### config.mk
export PLATFORM = sky130hd
export DESIGN_NAME = recip7_est
export DESIGN_NICKNAME = d
export VERILOG_FILES = /design/src/rtl/recip7_pkg.sv /design/src/rtl/recip7_ctrl.sv /design/src/rtl/recip7_datapath.sv /design/src/rtl/recip7_est.sv
export SDC_FILE = /design/constraint.sdc
export NUM_CORES = 1
export LEC_CHECK = 0
export BUFFER_PORTS_ARGS = -buffer_cell sky130_fd_sc_hd__buf_2
export CORE_UTILIZATION = 30
export CTS_CLUSTER_DIAMETER = 150
export CTS_CLUSTER_SIZE = 14
export DETAILED_ROUTE_END_ITERATION = 10
export GPL_TIMING_DRIVEN = 0
export PLACE_DENSITY = 0.55
export SLEW_MARGIN = 30
export SYNTH_ARGS = -nofsm -noshare
export SYNTH_HDL_FRONTEND = slang
export SYNTH_SLANG_ARGS = --single-unit
### constraint.sdc
create_clock -name clk -period 7.43 [get_ports clk]
set_input_delay 0.3715 -clock clk [delete_from_list [all_inputs] [get_ports clk]]
set_output_delay 0.3715 -clock clk [all_outputs]
set_load 0.02 [all_outputs]
### src/rtl/recip7_pkg.sv
package recip7_pkg;

  localparam int FRAC_W = 52;
  localparam int EXP_W  = 11;
  localparam int IDX_W  = 7;
  localparam int TBL_N  = 1 << IDX_W;
  localparam int LZ_W   = $clog2(FRAC_W + 1);
  localparam int SEXP_W = EXP_W + 2;
  localparam int FLG_W  = 5;

  localparam int FLG_NV = 4;
  localparam int FLG_DZ = 3;
  localparam int FLG_OF = 2;
  localparam int FLG_UF = 1;
  localparam int FLG_NX = 0;

  typedef enum logic [2:0] {
    K_EST, K_ZERO, K_INF, K_NAN, K_MAXFIN
  } resKind_e;

  typedef struct packed {
    logic sign;
    logic expZero;
    logic expMax;
    logic fracZero;
    logic quietBit;
    logic lowLead;
  } opClass_t;

  typedef struct packed {
    resKind_e          kind;
    logic              subIn;
    logic [FLG_W-1:0]  flags;
  } ctlStrobe_t;

  // T[i] = round(2^(2*IDX_W+2) / (2^(IDX_W+1) + 1 + 2i)) - 2^IDX_W
  function automatic logic [TBL_N*IDX_W-1:0] mkTable();
    logic [TBL_N*IDX_W-1:0] t;
    t = '0;
    for (int i = 0; i < TBL_N; i++) begin
      int num;
      int den;
      int q;
      num = 1 << (2 * IDX_W + 2);
      den = (1 << (IDX_W + 1)) + 1 + 2 * i;
      q   = (2 * num + den) / (2 * den) - (1 << IDX_W);
      t[i*IDX_W +: IDX_W] = q[IDX_W-1:0];
    end
    return t;
  endfunction

  function automatic logic isInfVal(input logic [1:0] f, input logic [63:0] v);
    case (f)
      2'd0:    return v[14:10] == 5'h1f && v[9:0] == '0;
      2'd1:    return v[30:23] == 8'hff && v[22:0] == '0;
      default: return v[62:52] == 11'h7ff && v[51:0] == '0;
    endcase
  endfunction

  function automatic logic isCanonNan(input logic [1:0] f, input logic [63:0] v);
    case (f)
      2'd0:    return v == 64'h0000_0000_0000_7e00;
      2'd1:    return v == 64'h0000_0000_7fc0_0000;
      default: return v == 64'h7ff8_0000_0000_0000;
    endcase
  endfunction

endpackage

### src/rtl/recip7_ctrl.sv
module recip7_ctrl
  import recip7_pkg::*;
(
  input  opClass_t   opClass,
  input  logic [2:0] rm,
  output ctlStrobe_t strobe
);

  logic toMaxFin;

  always_comb begin
    toMaxFin = (rm == 3'b001) ||
               (rm == 3'b010 && !opClass.sign) ||
               (rm == 3'b011 && opClass.sign);
  end

  always_comb begin
    strobe       = '0;
    strobe.kind  = K_EST;
    if (opClass.expMax) begin
      if (opClass.fracZero) begin
        strobe.kind = K_ZERO;
      end else begin
        strobe.kind = K_NAN;
        strobe.flags[FLG_NV] = !opClass.quietBit;
      end
    end else if (opClass.expZero) begin
      if (opClass.fracZero) begin
        strobe.kind = K_INF;
        strobe.flags[FLG_DZ] = 1'b1;
      end else if (opClass.lowLead) begin
        strobe.kind = toMaxFin ? K_MAXFIN : K_INF;
        strobe.flags[FLG_OF] = 1'b1;
        strobe.flags[FLG_NX] = 1'b1;
      end else begin
        strobe.subIn = 1'b1;
      end
    end
  end

endmodule

### src/rtl/recip7_datapath.sv
module recip7_datapath
  import recip7_pkg::*;
(
  input  logic [1:0]  fmt,
  input  logic [63:0] opIn,
  input  ctlStrobe_t  strobe,
  output opClass_t    opClass,
  output logic [63:0] estOut
);

  localparam logic [TBL_N*IDX_W-1:0] RECIP_TBL = mkTable();

  logic              sign;
  logic [EXP_W-1:0]  expo;
  logic [EXP_W-1:0]  expMask;
  logic [FRAC_W-1:0] frac;
  logic [SEXP_W-1:0] bias;
  logic [LZ_W-1:0]   lzc;
  logic              lzFound;
  logic [LZ_W:0]     shamt;
  logic [SEXP_W-1:0] normExp;
  logic [IDX_W-1:0]  idx;
  logic [IDX_W-1:0]  tblVal;
  logic [SEXP_W-1:0] midExp;
  logic [EXP_W-1:0]  estExp;
  logic [FRAC_W-1:0] estFrac;
  logic              oSign;
  logic [EXP_W-1:0]  oExp;
  logic [FRAC_W-1:0] oFrac;

  // unpack: fraction left-aligned so every format shares one datapath
  always_comb begin
    case (fmt)
      2'd0: begin
        sign = opIn[15]; expo = {6'b0, opIn[14:10]};
        frac = {opIn[9:0], 42'b0}; expMask = 11'h1f; bias = 13'd15;
      end
      2'd1: begin
        sign = opIn[31]; expo = {3'b0, opIn[30:23]};
        frac = {opIn[22:0], 29'b0}; expMask = 11'hff; bias = 13'd127;
      end
      default: begin
        sign = opIn[63]; expo = opIn[62:52];
        frac = opIn[51:0]; expMask = 11'h7ff; bias = 13'd1023;
      end
    endcase
  end

  always_comb begin
    opClass.sign     = sign;
    opClass.expZero  = expo == '0;
    opClass.expMax   = expo == expMask;
    opClass.fracZero = frac == '0;
    opClass.quietBit = frac[FRAC_W-1];
    opClass.lowLead  = frac[FRAC_W-1 -: 2] == 2'b00;
  end

  always_comb begin
    lzc     = '0;
    lzFound = 1'b0;
    for (int i = FRAC_W - 1; i >= 0; i--) begin
      if (!lzFound && frac[i]) begin
        lzc     = LZ_W'(FRAC_W - 1 - i);
        lzFound = 1'b1;
      end
    end
  end

  always_comb begin
    shamt   = {1'b0, lzc} + 1'b1;
    normExp = strobe.subIn ? -SEXP_W'(lzc) : SEXP_W'(expo);
    idx     = strobe.subIn ? IDX_W'((frac << shamt) >> (FRAC_W - IDX_W))
                           : frac[FRAC_W-1 -: IDX_W];
    tblVal  = RECIP_TBL[idx*IDX_W +: IDX_W];
    midExp  = (bias << 1) - SEXP_W'(1) - normExp;
  end

  always_comb begin
    if (midExp == '0) begin
      estExp  = '0;
      estFrac = {1'b1, tblVal, {(FRAC_W-IDX_W-1){1'b0}}};
    end else if (midExp == '1) begin
      estExp  = '0;
      estFrac = {2'b01, tblVal, {(FRAC_W-IDX_W-2){1'b0}}};
    end else begin
      estExp  = midExp[EXP_W-1:0];
      estFrac = {tblVal, {(FRAC_W-IDX_W){1'b0}}};
    end
  end

  always_comb begin
    oSign = sign;
    case (strobe.kind)
      K_ZERO:   begin oExp = '0;               oFrac = '0; end
      K_INF:    begin oExp = expMask;          oFrac = '0; end
      K_NAN:    begin oSign = 1'b0; oExp = expMask;
                      oFrac = {1'b1, {(FRAC_W-1){1'b0}}}; end
      K_MAXFIN: begin oExp = expMask - 1'b1;   oFrac = '1; end
      default:  begin oExp = estExp;           oFrac = estFrac; end
    endcase
  end

  always_comb begin
    case (fmt)
      2'd0:    estOut = {48'b0, oSign, oExp[4:0], oFrac[51:42]};
      2'd1:    estOut = {32'b0, oSign, oExp[7:0], oFrac[51:29]};
      default: estOut = {oSign, oExp, oFrac};
    endcase
  end

endmodule

### src/rtl/recip7_est.sv
module recip7_est
  import recip7_pkg::*;
(
  input  logic             clk,
  input  logic             rstN,
  input  logic             inValid,
  input  logic [1:0]       fmt,
  input  logic [2:0]       rm,
  input  logic [63:0]      opIn,
  output logic             outValid,
  output logic [63:0]      result,
  output logic [FLG_W-1:0] flags
);

  opClass_t    opClass;
  ctlStrobe_t  strobe;
  logic [63:0] estOut;
  logic [1:0]  fmtQ;

  recip7_ctrl u_ctrl (
    .opClass (opClass),
    .rm      (rm),
    .strobe  (strobe)
  );

  recip7_datapath u_dp (
    .fmt     (fmt),
    .opIn    (opIn),
    .strobe  (strobe),
    .opClass (opClass),
    .estOut  (estOut)
  );

  always_ff @(posedge clk) begin
    if (!rstN) begin
      outValid <= 1'b0;
      result   <= '0;
      flags    <= '0;
      fmtQ     <= '0;
    end else begin
      outValid <= inValid;
      if (inValid) begin
        result <= estOut;
        flags  <= strobe.flags;
        fmtQ   <= fmt;
      end
    end
  end


  latency_chk: assert property (@(posedge clk) disable iff (!rstN)
    inValid |=> outValid);


  idle_hold_chk: assert property (@(posedge clk) disable iff (!rstN)
    !inValid |=> (!outValid && $stable(result)));


  half_upper_chk: assert property (@(posedge clk) disable iff (!rstN)
    (outValid && fmtQ == 2'd0) |-> result[63:16] == '0);


  dz_inf_chk: assert property (@(posedge clk) disable iff (!rstN)
    (outValid && flags[FLG_DZ]) |-> isInfVal(fmtQ, result));


  nv_nan_chk: assert property (@(posedge clk) disable iff (!rstN)
    (outValid && flags[FLG_NV]) |-> isCanonNan(fmtQ, result));


  of_nx_chk: assert property (@(posedge clk) disable iff (!rstN)
    (outValid && flags[FLG_OF]) |-> (flags[FLG_NX] && !flags[FLG_UF]));

endmodule

After elaboration in Yosys (flattened, before gate mapping)
Cells that the tools add are included.
Word-level totals
  word-level logic and storage cells: 271
  bits in registers: 69
  output and inout port bits: 70
  bits of input ports: 72
Operators by class
  multipliers: 1
  shift operators: 2
  equal/unequal tests: 10
  reduce and logical (&&, ||, !) cells: 115
  mux-type cells: 135
  add/subtract/negate cells: 5
Operators by type and width (count)
  896-bit by 11-bit variable part select with 7-bit output, first input constant: 1
  52-bit one-hot mux with 3 select lines: 1
  64-bit one-hot mux with 2 select lines: 1
  6-bit 2-to-1 mux: 20
  52-bit 2-to-1 mux: 2
  52-bit one-hot mux with 2 select lines: 1
  5-bit 2-to-1 mux: 16
  1-bit 2-to-1 mux: 63
  1-bit logical AND: 53
  1-bit zero test: 53
  52-bit zero test: 1
  52-bit by 7-bit << shifter with 52-bit output: 1
  11-bit one-hot mux with 2 select lines: 2
  4-bit 2-to-1 mux: 9
  11-bit one-hot mux with 3 select lines: 1
  3-bit 2-to-1 mux: 8
  11-bit 2-to-1 mux: 2
  10-bit one-hot mux with 2 select lines: 1
  13-bit == test, second input constant: 1
  13-bit zero test: 1
  13-bit 2-to-1 mux: 1
  6-bit negation with 13-bit output: 1
  13-bit subtractor: 1
  3-bit by 2-bit == test with 1-bit output, second input constant: 4
  other kinds (15): 23

Depth between registers and ports, before layout
  word-level depth: 165
  gate-level depth with buffers: 31
  mapped depth without buffers: 25

Hierarchy
A second synthesis with hierarchy kept.
Second synthesis, totals
  cells, all modules: 1380
  area, all modules: 10042.1 um^2
Modules (own cells, without submodules)
  recip7_datapath: times used 1, area each 7230.7 um^2, seq. area each 0.0 um^2, cells each 1136
  recip7_est: times used 1, area each 2672.6 um^2, seq. area each 1401.3 um^2, cells each 224
  recip7_ctrl: times used 1, area each 138.9 um^2, seq. area each 0.0 um^2, cells each 20

Least setup slack after synthesis
OpenSTA, ideal clock, no wires.
  kind: in2reg
  start: input fmt[0]
  end: register result[19]
  stages: 25
  library setup time: 138 ps
  arrival: 5940 ps
  required time: 7292 ps
  slack: 1352 ps
  buffers on the path: 3
  path through: buf_6 > mux2_4 > mux2i_4 > nand4_4 > or2_1 > buf_2 > nor3_2 > o211a_2 > nor2_4 > o31ai_1 > inv_1 > a221oi_1 > ha_1 > o21a_1 > or2_2 > nand4_1 > nor2_1 > or4b_1 > o211a_1 > or4b_1 > buf_2 > o32ai_1 > a21oi_1 > nor3_1 > nor3_1
On the way
  longest elaborated chain between the ends: 165
  elaborated cells on any way between the ends: 249
  classes of those cells: add/sub (4); mul (1); eq/ne (7); shift (2); mux (122); reduce/logical (113)
Ends and longest elaborated chain
  start, declared: RTL line recip7_est.sv:7  | input logic [1:0] fmt,
  2-bit by 1-bit == test with 1-bit output / 2-bit zero test (equally long branches): RTL line recip7_datapath.sv:33, recip7_datapath.sv:104
  52-bit one-hot mux with 2 select lines: RTL line recip7_datapath.sv:33  | case (fmt)
  1-bit 2-to-1 mux: RTL line recip7_datapath.sv:62  | if (!lzFound && frac[i]) begin
  1-bit zero test: RTL line recip7_datapath.sv:62
  1-bit logical AND: RTL line recip7_datapath.sv:62
  1-bit 2-to-1 mux: RTL line recip7_datapath.sv:62
  1-bit zero test: RTL line recip7_datapath.sv:62
  1-bit logical AND: RTL line recip7_datapath.sv:62
  [149 not listed]
  52-bit by 7-bit << shifter with 52-bit output: RTL line recip7_datapath.sv:72  | idx = strobe.subIn ? IDX_W'((frac << shamt) >> (FRAC_W - IDX_W))
  7-bit 2-to-1 mux: RTL line recip7_datapath.sv:72
  7-bit by 3-bit multiplier with 10-bit output: RTL line recip7_datapath.sv:74  | tblVal = RECIP_TBL[idx*IDX_W +: IDX_W];
  896-bit by 11-bit variable part select with 7-bit output: RTL line recip7_datapath.sv:74
  52-bit 2-to-1 mux: RTL line recip7_datapath.sv:82  | end else if (midExp == '1) begin
  52-bit 2-to-1 mux: RTL line recip7_datapath.sv:79  | if (midExp == '0) begin
  52-bit one-hot mux with 3 select lines: RTL line recip7_datapath.sv:93  | case (strobe.kind)
  64-bit one-hot mux with 2 select lines (*): RTL line recip7_datapath.sv:104  | case (fmt)
  end signal, assigned: RTL line recip7_est.sv:43  | result <= estOut;
  end, declared: RTL line recip7_est.sv:11  | output logic [63:0] result,
Every way passes the cells marked *; elsewhere a longest branch is shown, timed or not.
A chain may end at the register's enable or synchronous reset.

Worst setup path after layout
  start: input fmt[0]
  end: register result[8]
Same word-level chain as after synthesis.

==> metrics.cfg <==
[status]
result_of_the_run=finished clean

[critical_path]
worst_ep_arrival_time_ps=7240
worstSetupEndpointType=flip-flop
cp-start-kind=primary input
setup.worst_path.class=primary input to flip-flop
critical_path.n_buffers_inverters=7
timing.critical_path.slowest_stage_cell=sky130_fd_sc_hd__mux2i_1
worstReg2RegStart=result[42]
regToRegEndpoint=result[42]
setup.reg_to_reg.worst_slack_ps=6610
cp_max_fo=10
cp.required_ps=7650
critical-path-top-delay-family=compound AO/OA/AOI/OAI gates
timing.critical_path.slowest_cell_delay_ps=450
reg2regPathDepth=2

[placement]
io_buffers=135
dp_worst_setup_slack_ps=-197
placed_cell_area_mm2=0.00790
place_hpwl_um=21400
placed_cells=1339
gp_routability_congestion=0.959

[global_route]
gr-total-overflow=0
grt_first_pass_wirelength_um=42200
grt_start_max_net_pins=14
grt_usage=0.224
first_global_vias=7424
antenna_found_initial=2

[synth]
synth.top_cells.by_count=sky130_fd_sc_hd__nand2_1, sky130_fd_sc_hd__o21ai_0, sky130_fd_sc_hd__nor2_1
syn_area_mm2=0.00687
ys.flop_type=sky130_fd_sc_hd__dfxtp_1
largest_area_contributor_in_the_synthesized_netlist=sky130_fd_sc_hd__dfxtp_1
fraction_of_registers_with_async_set_reset=0
sequential_share_of_the_synthesized_area=0.169
synth.net_count=1014
syn_inst=924
yosys-top-cells-area=sky130_fd_sc_hd__dfxtp_1, sky130_fd_sc_hd__o21ai_0, sky130_fd_sc_hd__nand2_1, sky130_fd_sc_hd__a21oi_1, sky130_fd_sc_hd__nor2_1
synth_cell_type_count=107
synthDominantCellAreaShare=0.169
synth.most_common_cell=sky130_fd_sc_hd__nand2_1
yosys_warnings=0
synth-seq-cells=58
synth_edf_count=0
synthesis.area_per_instance_um2=7.43

[sta]
rsz_0062_raised_after_global_routing=false
maxClockFrequency_ghz=0.142
maxSlewViolCount=0
timing.final.setup_violations=0
worst_hold_slack_ps=446
finalHoldViolCount=0
clock_skew_ps=0
final.period_utilization=0.945
tightestPinTransition_ps=904
timing.final.ws_setup_ps=411
slew_headroom=0.391
setup_total_negative_slack_ps=0
min_clock_period_post_route_ps=7020

[cts]
numClockSinks=58
hold_buffers=0
root_cell_of_the_clock_tree=sky130_fd_sc_hd__clkbuf_16
clock_path_buffers=2
cts_buffers=9
clk_pin_slew_worst_paths_ps=50
clock_insertion_delay_worst_skew_ps=330
clock_tree_from_tritoncts=done
cts-htree-levels=3

[min_path]
hold_end=result[49]
holdPathStages=2
worst_hold_startpoint=result[49]
hold_path_class=flip-flop to flip-flop

[die]
die_area_mm2=0.0235
fp-row-count=54
die_width_um=153
die_y_um=153
initial_utilization=0.310
design.core.area_mm2=0.0222
io_pins=142

[detailed_routing]
viasPerCell=6.00
vias=8145
detailedRoute.firstIterationViolations=770
drt_pass1_iterations=6
wl_per_cell_um=19.9
routed_wirelength_um=27000
detail-route-antenna-nets=0
drc_violations_left=0

[final_layout]
layout.nets=1160
final_util=0.374
synthesis_to_finish_area_growth_pct=20.5
fillCellCount=2366
final-instance-count-excl-fill=1357
layout.cell_area.non_filler_mm2=0.00828
drive_above_1_share=0.239

[flow_run]
maxCapViolCount=0

[power_and_ir_drop]
cellPowerDensity_mw_per_mm2=170
static-leakage-power_nw=3.34
p_total_mw=1.41
vdd_ir_drop_max_uv=117

[registers in the layout (all words and copies together) (netlist names)]
register,count
result,54
flags,3
outValid,1
[tightest hold or removal path: stages, from the launching register on]
cell	delay [ps]
sky130_fd_sc_hd__dfxtp_1	320
sky130_fd_sc_hd__nand2_1	40
sky130_fd_sc_hd__o21ai_0	60
[worst max-delay path by stage]
| stage | endpoint | slack [ps] | from | depth (start not counted) |
|---|---|---|---|---|
| detailed placement | result[8] | -200 | fmt[0] | 26 |
| CTS | result[8] | 120 | fmt[0] | 27 |
| finish | result[8] | 410 | fmt[0] | 27 |
| global route | result[8] | 20 | fmt[0] | 27 |
| global placement | result[8] | -280 | fmt[0] | 27 |
| floorplan | result[19] | 1350 | fmt[0] | 25 |
[report_power, final]
part	switching, mW	internal [mW]
Sequential	0.00969	0.329
Clock	0.153	0.330
Combinational	0.381	0.205
[layout by cell type (no fill, tap or decap), drive strengths merged, types with 11 or more instances in the layout]
cell type	netlist	routed
nand2	98	98
o211a	11	11
buf	38	174
nand4	17	17
a21oi	62	62
nor3	20	20
o31ai	14	14
nor2	68	68
dfxtp	58	58
clkbuf	33	41
nor4	16	16
inv	26	26
a211oi	19	19
o211ai	21	21
a31oi	18	18
and2	12	12
nand2b	13	13
ha	18	18
mux2	15	15
mux2i	28	28
o21a	11	11
o21ai	115	115
nand3	23	23
[area by class of cell]
class	instances	area, µm²	share of cell area
Clock inverter	7	125	0.0151
Inverter	27	105	0.0127
Antenna cell	2	5.00	0.000605
Timing Repair Buffer	136	683	0.0825
Multi-Input combinational cell	768	5190	0.627
Tap cell	280	350	0.0423
Sequential cell	58	1160	0.140
Buffer	70	435	0.0526
Clock buffer	9	225	0.0272
[cells by family (layout without fill, tap and decap cells)]
group	after synthesis	in the layout	synth area share
AOI/OAI and AO/OA	373	373	0.382
and+or+nand+nor	325	325	0.256
buffers and inverters	98	249	0.0785
DFF	58	58	0.169
muxes	43	43	0.0710
adders and majority gates	18	18	0.0328
xor gates and xnor gates	8	8	0.0102
other	1	3	0.000546
[metal layers]
| metal | vias to the layer above | track usage | share of wire |
|---|---|---|---|
| met5 | - | 0 | 0 |
| met4 | 0 | 0.0611 | 0.020 |
| met3 | 43 | 0.0315 | 0.077 |
| met2 | 458 | 0.355 | 0.45 |
| met1 | 3811 | 0.314 | 0.45 |
| li1 | 3833 | - | - |
[timing repair]
action / 4_1_cts / 5_1_grt
gates resized for setup: 0 / 6
setup endpoints to repair: 0 / 34
setup buffers: 0 / 1
Note: power is estimated with default switching activity, not from simulation.
